<file path="src/rtl/funnel_pkg.sv">
package funnel_pkg;

  typedef enum logic {
    FX_NARROW = 1'b0,
    FX_WIDE   = 1'b1
  } fx_width_e;

  function automatic int fx_bytes(input int width, input int gran);
    return width / gran;
  endfunction

endpackage

</file>
<file path="src/rtl/funnel_narrow_win.sv">
// 32-bit window over the low halves of both operands, sign-extended to full width.
module funnel_narrow_win #(
  parameter  int DATA_W = 64,
  parameter  int BYTE_W = 8,
  localparam int HALF_W = DATA_W / 2,
  localparam int NB_H   = HALF_W / BYTE_W,
  localparam int CNT_W  = (NB_H > 1) ? $clog2(NB_H) : 1
) (
  input  logic [HALF_W-1:0] lo_h,
  input  logic [HALF_W-1:0] hi_h,
  input  logic [CNT_W-1:0]  cnt,
  output logic [DATA_W-1:0] res
);

  logic [DATA_W-1:0] joined;
  logic [HALF_W-1:0] cand [NB_H];
  logic [HALF_W-1:0] pick;

  assign joined = {hi_h, lo_h};

  for (genvar k = 0; k < NB_H; k++) begin : g_cand
    assign cand[k] = joined[HALF_W - BYTE_W*k +: HALF_W];
  end

  always_comb begin
    pick = cand[cnt];
  end

  assign res = {{HALF_W{pick[HALF_W-1]}}, pick};

endmodule

</file>
<file path="src/rtl/funnel_wide_win.sv">
// Full-width window over the double-width join of both operands.
module funnel_wide_win #(
  parameter  int DATA_W = 64,
  parameter  int BYTE_W = 8,
  localparam int NB     = DATA_W / BYTE_W,
  localparam int CNT_W  = (NB > 1) ? $clog2(NB) : 1
) (
  input  logic [DATA_W-1:0] lo,
  input  logic [DATA_W-1:0] hi,
  input  logic [CNT_W-1:0]  cnt,
  output logic [DATA_W-1:0] res
);

  logic [2*DATA_W-1:0] joined;
  logic [DATA_W-1:0]   cand [NB];

  assign joined = {hi, lo};

  for (genvar k = 0; k < NB; k++) begin : g_cand
    assign cand[k] = joined[DATA_W - BYTE_W*k +: DATA_W];
  end

  always_comb begin
    res = cand[cnt];
  end

endmodule

</file>
<file path="src/rtl/funnel_out_reg.sv">
// Single output stage: loads on valid, holds otherwise.
module funnel_out_reg #(
  parameter int DATA_W = 64
) (
  input  logic              clk,
  input  logic              rst,
  input  logic              load,
  input  logic [DATA_W-1:0] d,
  output logic              vld,
  output logic [DATA_W-1:0] q
);

  always_ff @(posedge clk) begin
    if (rst) begin
      vld <= 1'b0;
      q   <= '0;
    end else begin
      vld <= load;
      if (load) q <= d;
    end
  end

endmodule

</file>
<file path="src/rtl/funnel_extract.sv">
module funnel_extract #(
  parameter  int DATA_W = 64,
  parameter  int BYTE_W = 8,
  localparam int NB     = funnel_pkg::fx_bytes(DATA_W, BYTE_W),
  localparam int SA_W   = (NB > 1) ? $clog2(NB) : 1
) (
  input  logic              clk,
  input  logic              rst,
  input  logic              in_valid,
  input  logic              mode_dword,
  input  logic [SA_W-1:0]   sa,
  input  logic [DATA_W-1:0] op_lo,
  input  logic [DATA_W-1:0] op_hi,
  output logic              out_valid,
  output logic [DATA_W-1:0] result
);
  import funnel_pkg::*;

  localparam int HALF_W  = DATA_W / 2;
  localparam int NB_H    = HALF_W / BYTE_W;
  localparam int SAH_W   = (NB_H > 1) ? $clog2(NB_H) : 1;

  fx_width_e         width_sel;
  logic [DATA_W-1:0] narrow_res;
  logic [DATA_W-1:0] wide_res;
  logic [DATA_W-1:0] next_res;

  assign width_sel = fx_width_e'(mode_dword);

  funnel_narrow_win #(.DATA_W(DATA_W), .BYTE_W(BYTE_W)) u_narrow (
    .lo_h (op_lo[HALF_W-1:0]),
    .hi_h (op_hi[HALF_W-1:0]),
    .cnt  (sa[SAH_W-1:0]),
    .res  (narrow_res)
  );

  funnel_wide_win #(.DATA_W(DATA_W), .BYTE_W(BYTE_W)) u_wide (
    .lo  (op_lo),
    .hi  (op_hi),
    .cnt (sa),
    .res (wide_res)
  );

  always_comb begin
    unique case (width_sel)
      FX_WIDE:   next_res = wide_res;
      default:   next_res = narrow_res;
    endcase
  end

  funnel_out_reg #(.DATA_W(DATA_W)) u_oreg (
    .clk  (clk),
    .rst  (rst),
    .load (in_valid),
    .d    (next_res),
    .vld  (out_valid),
    .q    (result)
  );

endmodule

</file>
<file path="config.mk">
export PLATFORM = sky130hd
export DESIGN_NAME = funnel_extract
export DESIGN_NICKNAME = d
export VERILOG_FILES = /design/src/rtl/funnel_pkg.sv /design/src/rtl/funnel_narrow_win.sv /design/src/rtl/funnel_wide_win.sv /design/src/rtl/funnel_out_reg.sv /design/src/rtl/funnel_extract.sv
export SDC_FILE = /design/constraint.sdc
export NUM_CORES = 1
export LEC_CHECK = 0
export CAP_MARGIN = 25
export CORE_MARGIN = 8
export CORE_UTILIZATION = 39
export DETAILED_ROUTE_END_ITERATION = 12
export HOLD_SLACK_MARGIN = 0.03
export PLACE_DENSITY = 0.76
export SLEW_MARGIN = 15
export SYNTH_ARGS = -nofsm -noshare
export SYNTH_HDL_FRONTEND = slang
export SYNTH_SLANG_ARGS = --single-unit
</file>
<file path="constraint.sdc">
create_clock -name clk -period 4.3 [get_ports clk]
set_input_delay 0.86 -clock clk [delete_from_list [all_inputs] [get_ports clk]]
set_output_delay 0.86 -clock clk [all_outputs]
set_load 0.01 [all_outputs]
</file>
Word level (Yosys, flattened, before mapping)
Index checks and enable logic that the tools add are counted.

storage, ports and cells
  flip-flop bits (word level) = 65
  bits of input ports = 135
  output and inout bits = 65
  word-level logic and storage cells = 13

operators by class
  magnitude comparators = 2
  multiplexer cells = 7
  bitwise gates (word level) = 2

operators with widths
  kind                  number
  $bmux W64 S3          1
  $mux W64              3
  $bmux W32 S2          1
  $mux W32              2
  $ge A4 B4 Y1 const B  1
  $not A3 Y4            1
  $ge A3 B3 Y1 const B  1
  $not A2 Y3            1

Logic depth before layout (Yosys ltp)
  depth in word-level cells = 5
  depth in mapped cells = 7
  mapped depth without buffers = 4

Hierarchy
A second synthesis with hierarchy kept.

unflattened totals
  cell total of the unflattened synthesis = 667
  area total of the unflattened synthesis = 7333.3 um2

by module, submodules not included
  module             instances  cells each  area each (um2)  sequential area each (um2)
  funnel_wide_win    1          316         2880.3           0.0
  funnel_out_reg     1          208         2311.0           1301.2
  funnel_extract     1          71          1077.3           0.0
  funnel_narrow_win  1          72          1064.8           0.0

Least setup slack after synthesis
Ideal clock, no wire load.

  path kind = input -> register
  start point = input sa[1]
  end point = register u_oreg.q[17]
  library setup time = 0.135 ns
  arrival time = 2.011 ns
  data required time = 4.165 ns
  path slack = 2.154 ns
  cell stages on the path = 6
  path buffers = 2
  cell sequence = buf_6 buf_6 mux4_2 a2bb2oi_1 a31oi_1 nor3_2

between the ends
  longest elaborated chain between the ends = 5
  elaborated cells on any way between the ends = 9
  those cells by class = mux: 7; bitwise: 2

RTL lines
  item                                                                      line                                            text
  from (decl)                                                               funnel_extract.sv:11                            input logic [SA_W-1:0] sa,
  $not A3 Y4 (not written as such) or $not A2 Y3 (tied branches)            funnel_wide_win.sv:24, funnel_narrow_win.sv:26
  $bmux W64 S3 or $bmux W32 S2 (tied branches)                              funnel_wide_win.sv:24, funnel_narrow_win.sv:26
  $mux W64 (not written as such) or $mux W32 (tied branches) (2 in series)  funnel_wide_win.sv:24, funnel_narrow_win.sv:26
  $mux W64 (*)                                                              funnel_extract.sv:45                            unique case (width_sel)
  to (signal assigned)                                                      funnel_out_reg.sv:16                            q <= '0;
  to (signal assigned)                                                      funnel_out_reg.sv:19                            if (load) q <= d;
  to (decl)                                                                 funnel_out_reg.sv:10                            output logic [DATA_W-1:0] q

Every way passes the cells marked *; elsewhere a longest branch is shown, timed or not. The select of a mux whose other input is x is not followed.
A chain may end at the register's enable or synchronous reset.

Worst setup path after layout
  start point = input sa[2]
  end point = register u_oreg.q[22]

between the ends
  longest elaborated chain between the ends = 5

RTL lines
  item                                          line                   text
  $not A3 Y4 (not written as such)              funnel_wide_win.sv:24  res = cand[cnt];
  $bmux W64 S3                                  funnel_wide_win.sv:24
  $mux W64 (not written as such) (2 in series)  funnel_wide_win.sv:24
  $mux W64                                      funnel_extract.sv:45

No other way between the ends. The select of a mux whose other input is x is not followed.

==> out/results.txt <==
For this block, the initial DRC count from the detailed router was 484. Across the run, the number of max-cap violations was 0. The layout has 1,308 filler cells. The logs give 0.002978 µW for the static leakage and 905 for the final layout net count.

Proportion of layout cells with a drive suffix above 1: 15.87%. Setup violations remaining at the end of the flow were counted as 0. The number of buffer cells added on primary ports was 191; the minimum setup slack among reg-to-reg paths was 3270 ps. The initial antenna violation count was 4; the sum of negative setup slack was 0 ps. After synthesis, flip-flops and latches occupy 22.32% of the total area.

The register bit total from synthesis came out at 65. In the routed design, unresolved DRC markers number 0. The horizontal die dimension was 138.3 µm.

The number of antenna diodes in the final layout is 0. The total core area is 14,590 µm², and the vias after detailed routing is 5,979. The worst register-to-register path has a depth of 4.

For this run, asynchronously set or reset flops after synthesis account for 0%. The worst-margin pin slew was 847.4 ps; the peak ir drop on the vdd network was 0.2164 mV. The share of total power dissipated in sequential elements is 29.9%. The run finished with clean final reports.

Once the clock tree was built, the resizer swapped 0 gates to a different size. In this run, distinct cell masters in the synthesized netlist total 44. The die covers 19,120 µm². The clock-pin slew on the worst setup and hold paths came out at 60 ps.

Global routing consumed, on the met3 layer, 8.973% of the routing resources. The clock tree buffer depth was 2. Setup repair after global routing left no endpoint under its margin. STA puts the critical path data arrival time at 2980 ps. The smallest clock period supported by the final layout is computed as 2783 ps. During synthesis, Yosys emitted a total of 0 warnings. The first detailed-routing pass ran for 5 iterations.

The final worst slack was 1517 ps; the number of sinks driven by the clock tree was 65. The standard-cell row count was 44; the post-synthesis area per instance was 9.496 µm². The via count of the first global-routing pass is 6,189, and the number of stages on the worst hold path is 2. The path class of the tightest hold or removal check is reg2reg. The met1 usage is 26.84%, and the total clock buffers created by CTS is 9.

The number of setup buffers added after CTS came out at 0. For this design the total switching power over the nets is 691.9 µW. The worst setup path is captured at a register. In this run the tightest slew margin relative to its limit is 43.51%. The tree is rooted in a sky130_fd_sc_hd__clkbuf_16. The endpoint identified for the worst register-to-register timing path is u_oreg.q[8]$_SDFFE_PP0P_. Entering global routing, the biggest net connects 49 pins.

Summed over all nets, the half-perimeter wirelength after detailed placement is 17.18 mm. Clock latency on the worst-skew pair: 340 ps. The final weighted congestion in routability-driven placement was 0.8909; the count of H-tree levels built during CTS was 3. Across the routed clock network, the largest skew measured is 0 ps. The tools report the initial cell density of the core as 39.97%.

In this run the vertical extent of the chip is 138.3 µm. The met2 demand-to-capacity share in global routing came out at 37.51%. The first-pass GRT wire length was 35.28 mm; the number of vias per cell after detailed routing was 6.235. Synthesis produced a netlist with a net count of 749. Internal power comes to 1587 µW.

Cell area power density: 284.5 nW/µm². Summed over all layers, the routed wires come to 23.09 mm. In the finished design, the share of the clock period the worst path needs comes to 64.72%.

The area added between synthesis and finish came out at 37.42%. The fraction of power consumed by the clock network was 36.6%. The per-cell routed wire length was 24.07 µm; the share of the core filled with cells was 54.92%. The library cell used most frequently in the layout, excluding fill and tap cells, is sky130_fd_sc_hd__clkdlybuf4s50_1.

In the global route stage, overall resource usage came out at 23.08%. The start point of the worst hold path was u_oreg.q[31]$_SDFFE_PP0P_. Of the total power, the share spent switching nets is 30.35%.

The destination of the worst hold path is u_oreg.q[31]$_SDFFE_PP0P_. The startpoint identified for the worst register-to-register timing path is u_oreg.q[8]$_SDFFE_PP0P_. The run gives 0 as the final count of hold timing violations.

Final global-route overflow total: 0. In the layout the commonest cells are sky130_fd_sc_hd__clkdlybuf4s50_1 (187), sky130_fd_sc_hd__mux2i_1 (96), sky130_fd_sc_hd__nor2_1 (69), sky130_fd_sc_hd__dfxtp_1 (65), sky130_fd_sc_hd__nand2_1 (38). The final number of max-transition violations was 0. Counting every instance in the synthesized netlist gives 614. Counting flops with a built-in enable in the synthesized netlist gives 0.

For the worst setup path, the data required time is 4490 ps. In this run the remaining antenna-violating nets after routing total 0. Timing analysis after detailed placement gives a worst setup slack of 1265 ps. TritonCTS built the clock tree. The type of the worst setup path is in2reg. The share of total power dissipated in combinational logic is 33.5%. Along the worst path, the maximum fanout reaches 11. The worst setup path is launched from an input pin. The run gives 0.3593 GHz as the maximum operating frequency. For this design, the CTS-stage hold fixing added 0 buffers. 200 I/O pins were placed.

The most used flip-flop cell after synthesis is sky130_fd_sc_hd__dfxtp_1. Summing every instance area after synthesis gives 5831 µm². In this run the most used layer during global routing was met2.
[per-layer routing]
| layer | up-vias | share of wire (%) |
|---|---|---|
| met3 | 53 | 10 |
| met2 | 329 | 47 |
| met1 | 2878 | 40 |
| li1 | 2711 | - |
| met5 | - | 0.20 |
| met4 | 8 | 2.8 |
[cells in the mapped netlist, drive strengths merged (8+ instances only)]
cell type,n,area share (%)
o21ai,8,0.69
clkbuf,19,1.3
a211oi,33,4.8
mux4,31,12
mux2i,96,16
nor3,25,2.6
buf,47,6.5
o22ai,9,0.97
dfxtp,65,22
nand2,38,2.4
a311oi,14,2.1
a22oi,32,4.1
nand2b,9,0.97
o21a,8,1.0
nor2,72,4.8
o221ai,10,1.5
mux2,39,7.5
[critical path, cell delays in order]
cell and delay [ps]:
sky130_fd_sc_hd__clkdlybuf4s50_1 830, sky130_fd_sc_hd__nor2b_1 720, sky130_fd_sc_hd__a2bb2oi_1 160, sky130_fd_sc_hd__a31oi_1 320, sky130_fd_sc_hd__nor3_1 80
[registers in the layout, indices dropped and copies added (netlist names)]
name        cells
u_oreg.q       64
u_oreg.vld      1
[kinds of logic (layout without fill, tap and decap cells)]
logic type | after synthesis | after routing | share of synthesized area, %
DFF | 65 | 65 | 22.32
and+or+nand+nor | 154 | 154 | 11.95
AOI/OAI and AO/OA | 162 | 162 | 21.82
buffers and inverters | 67 | 228 | 7.854
muxes | 166 | 166 | 36.05
[how the worst max path moves through the flow]
stage | end | cells after the start | slack (ps) | start
after floorplan | u_oreg.q[17]$_SDFFE_PP0P_ | 6 | 2150 | sa[1]
after global placement | u_oreg.q[21]$_SDFFE_PP0P_ | 6 | 1260 | mode_dword
after detailed placement | u_oreg.q[23]$_SDFFE_PP0P_ | 6 | 1270 | mode_dword
after CTS | u_oreg.q[23]$_SDFFE_PP0P_ | 6 | 1610 | mode_dword
after global routing | u_oreg.q[22]$_SDFFE_PP0P_ | 5 | 1450 | sa[2]
final | u_oreg.q[22]$_SDFFE_PP0P_ | 5 | 1520 | sa[2]
[layout make-up]
cell class              count  area (µm²)  area share [%]
repair buffers            211        2072           25.86
clock inverters             4       75.07          0.9369
well taps                 184       230.2           2.873
clock buffers              12       256.5           3.201
multi-input cells         482        4074           50.84
inverters                   1       3.754         0.04685
flip-flops and latches     65        1301           16.24
[per-stage QoR]
step / cell area (µm²) / hold WS, ps / std cells / total power (µW)
floorplan: 5831 / 495.3 / 614 / 1113
global placement: 7681 / 467.8 / 943 / 1442
detailed placement: 7681 / 470.0 / 943 / 1449
CTS: 8013 / 480.9 / 959 / 2280
global route: 8013 / 493.5 / 959 / 2367
finish: 8013 / 480.3 / 959 / 2279
[power groups by stage]
| stage | sequential, µW | clock, µW | combinational [µW] |
|---|---|---|---|
| after floorplan | 715 | 0 | 398 |
| after global placement | 693 | 0 | 749 |
| after detailed placement | 693 | 0 | 756 |
| after CTS | 681 | 839 | 760 |
| after global routing | 686 | 867 | 814 |
| final | 681 | 833 | 765 |
Note: power is estimated with default switching activity, not from simulation.
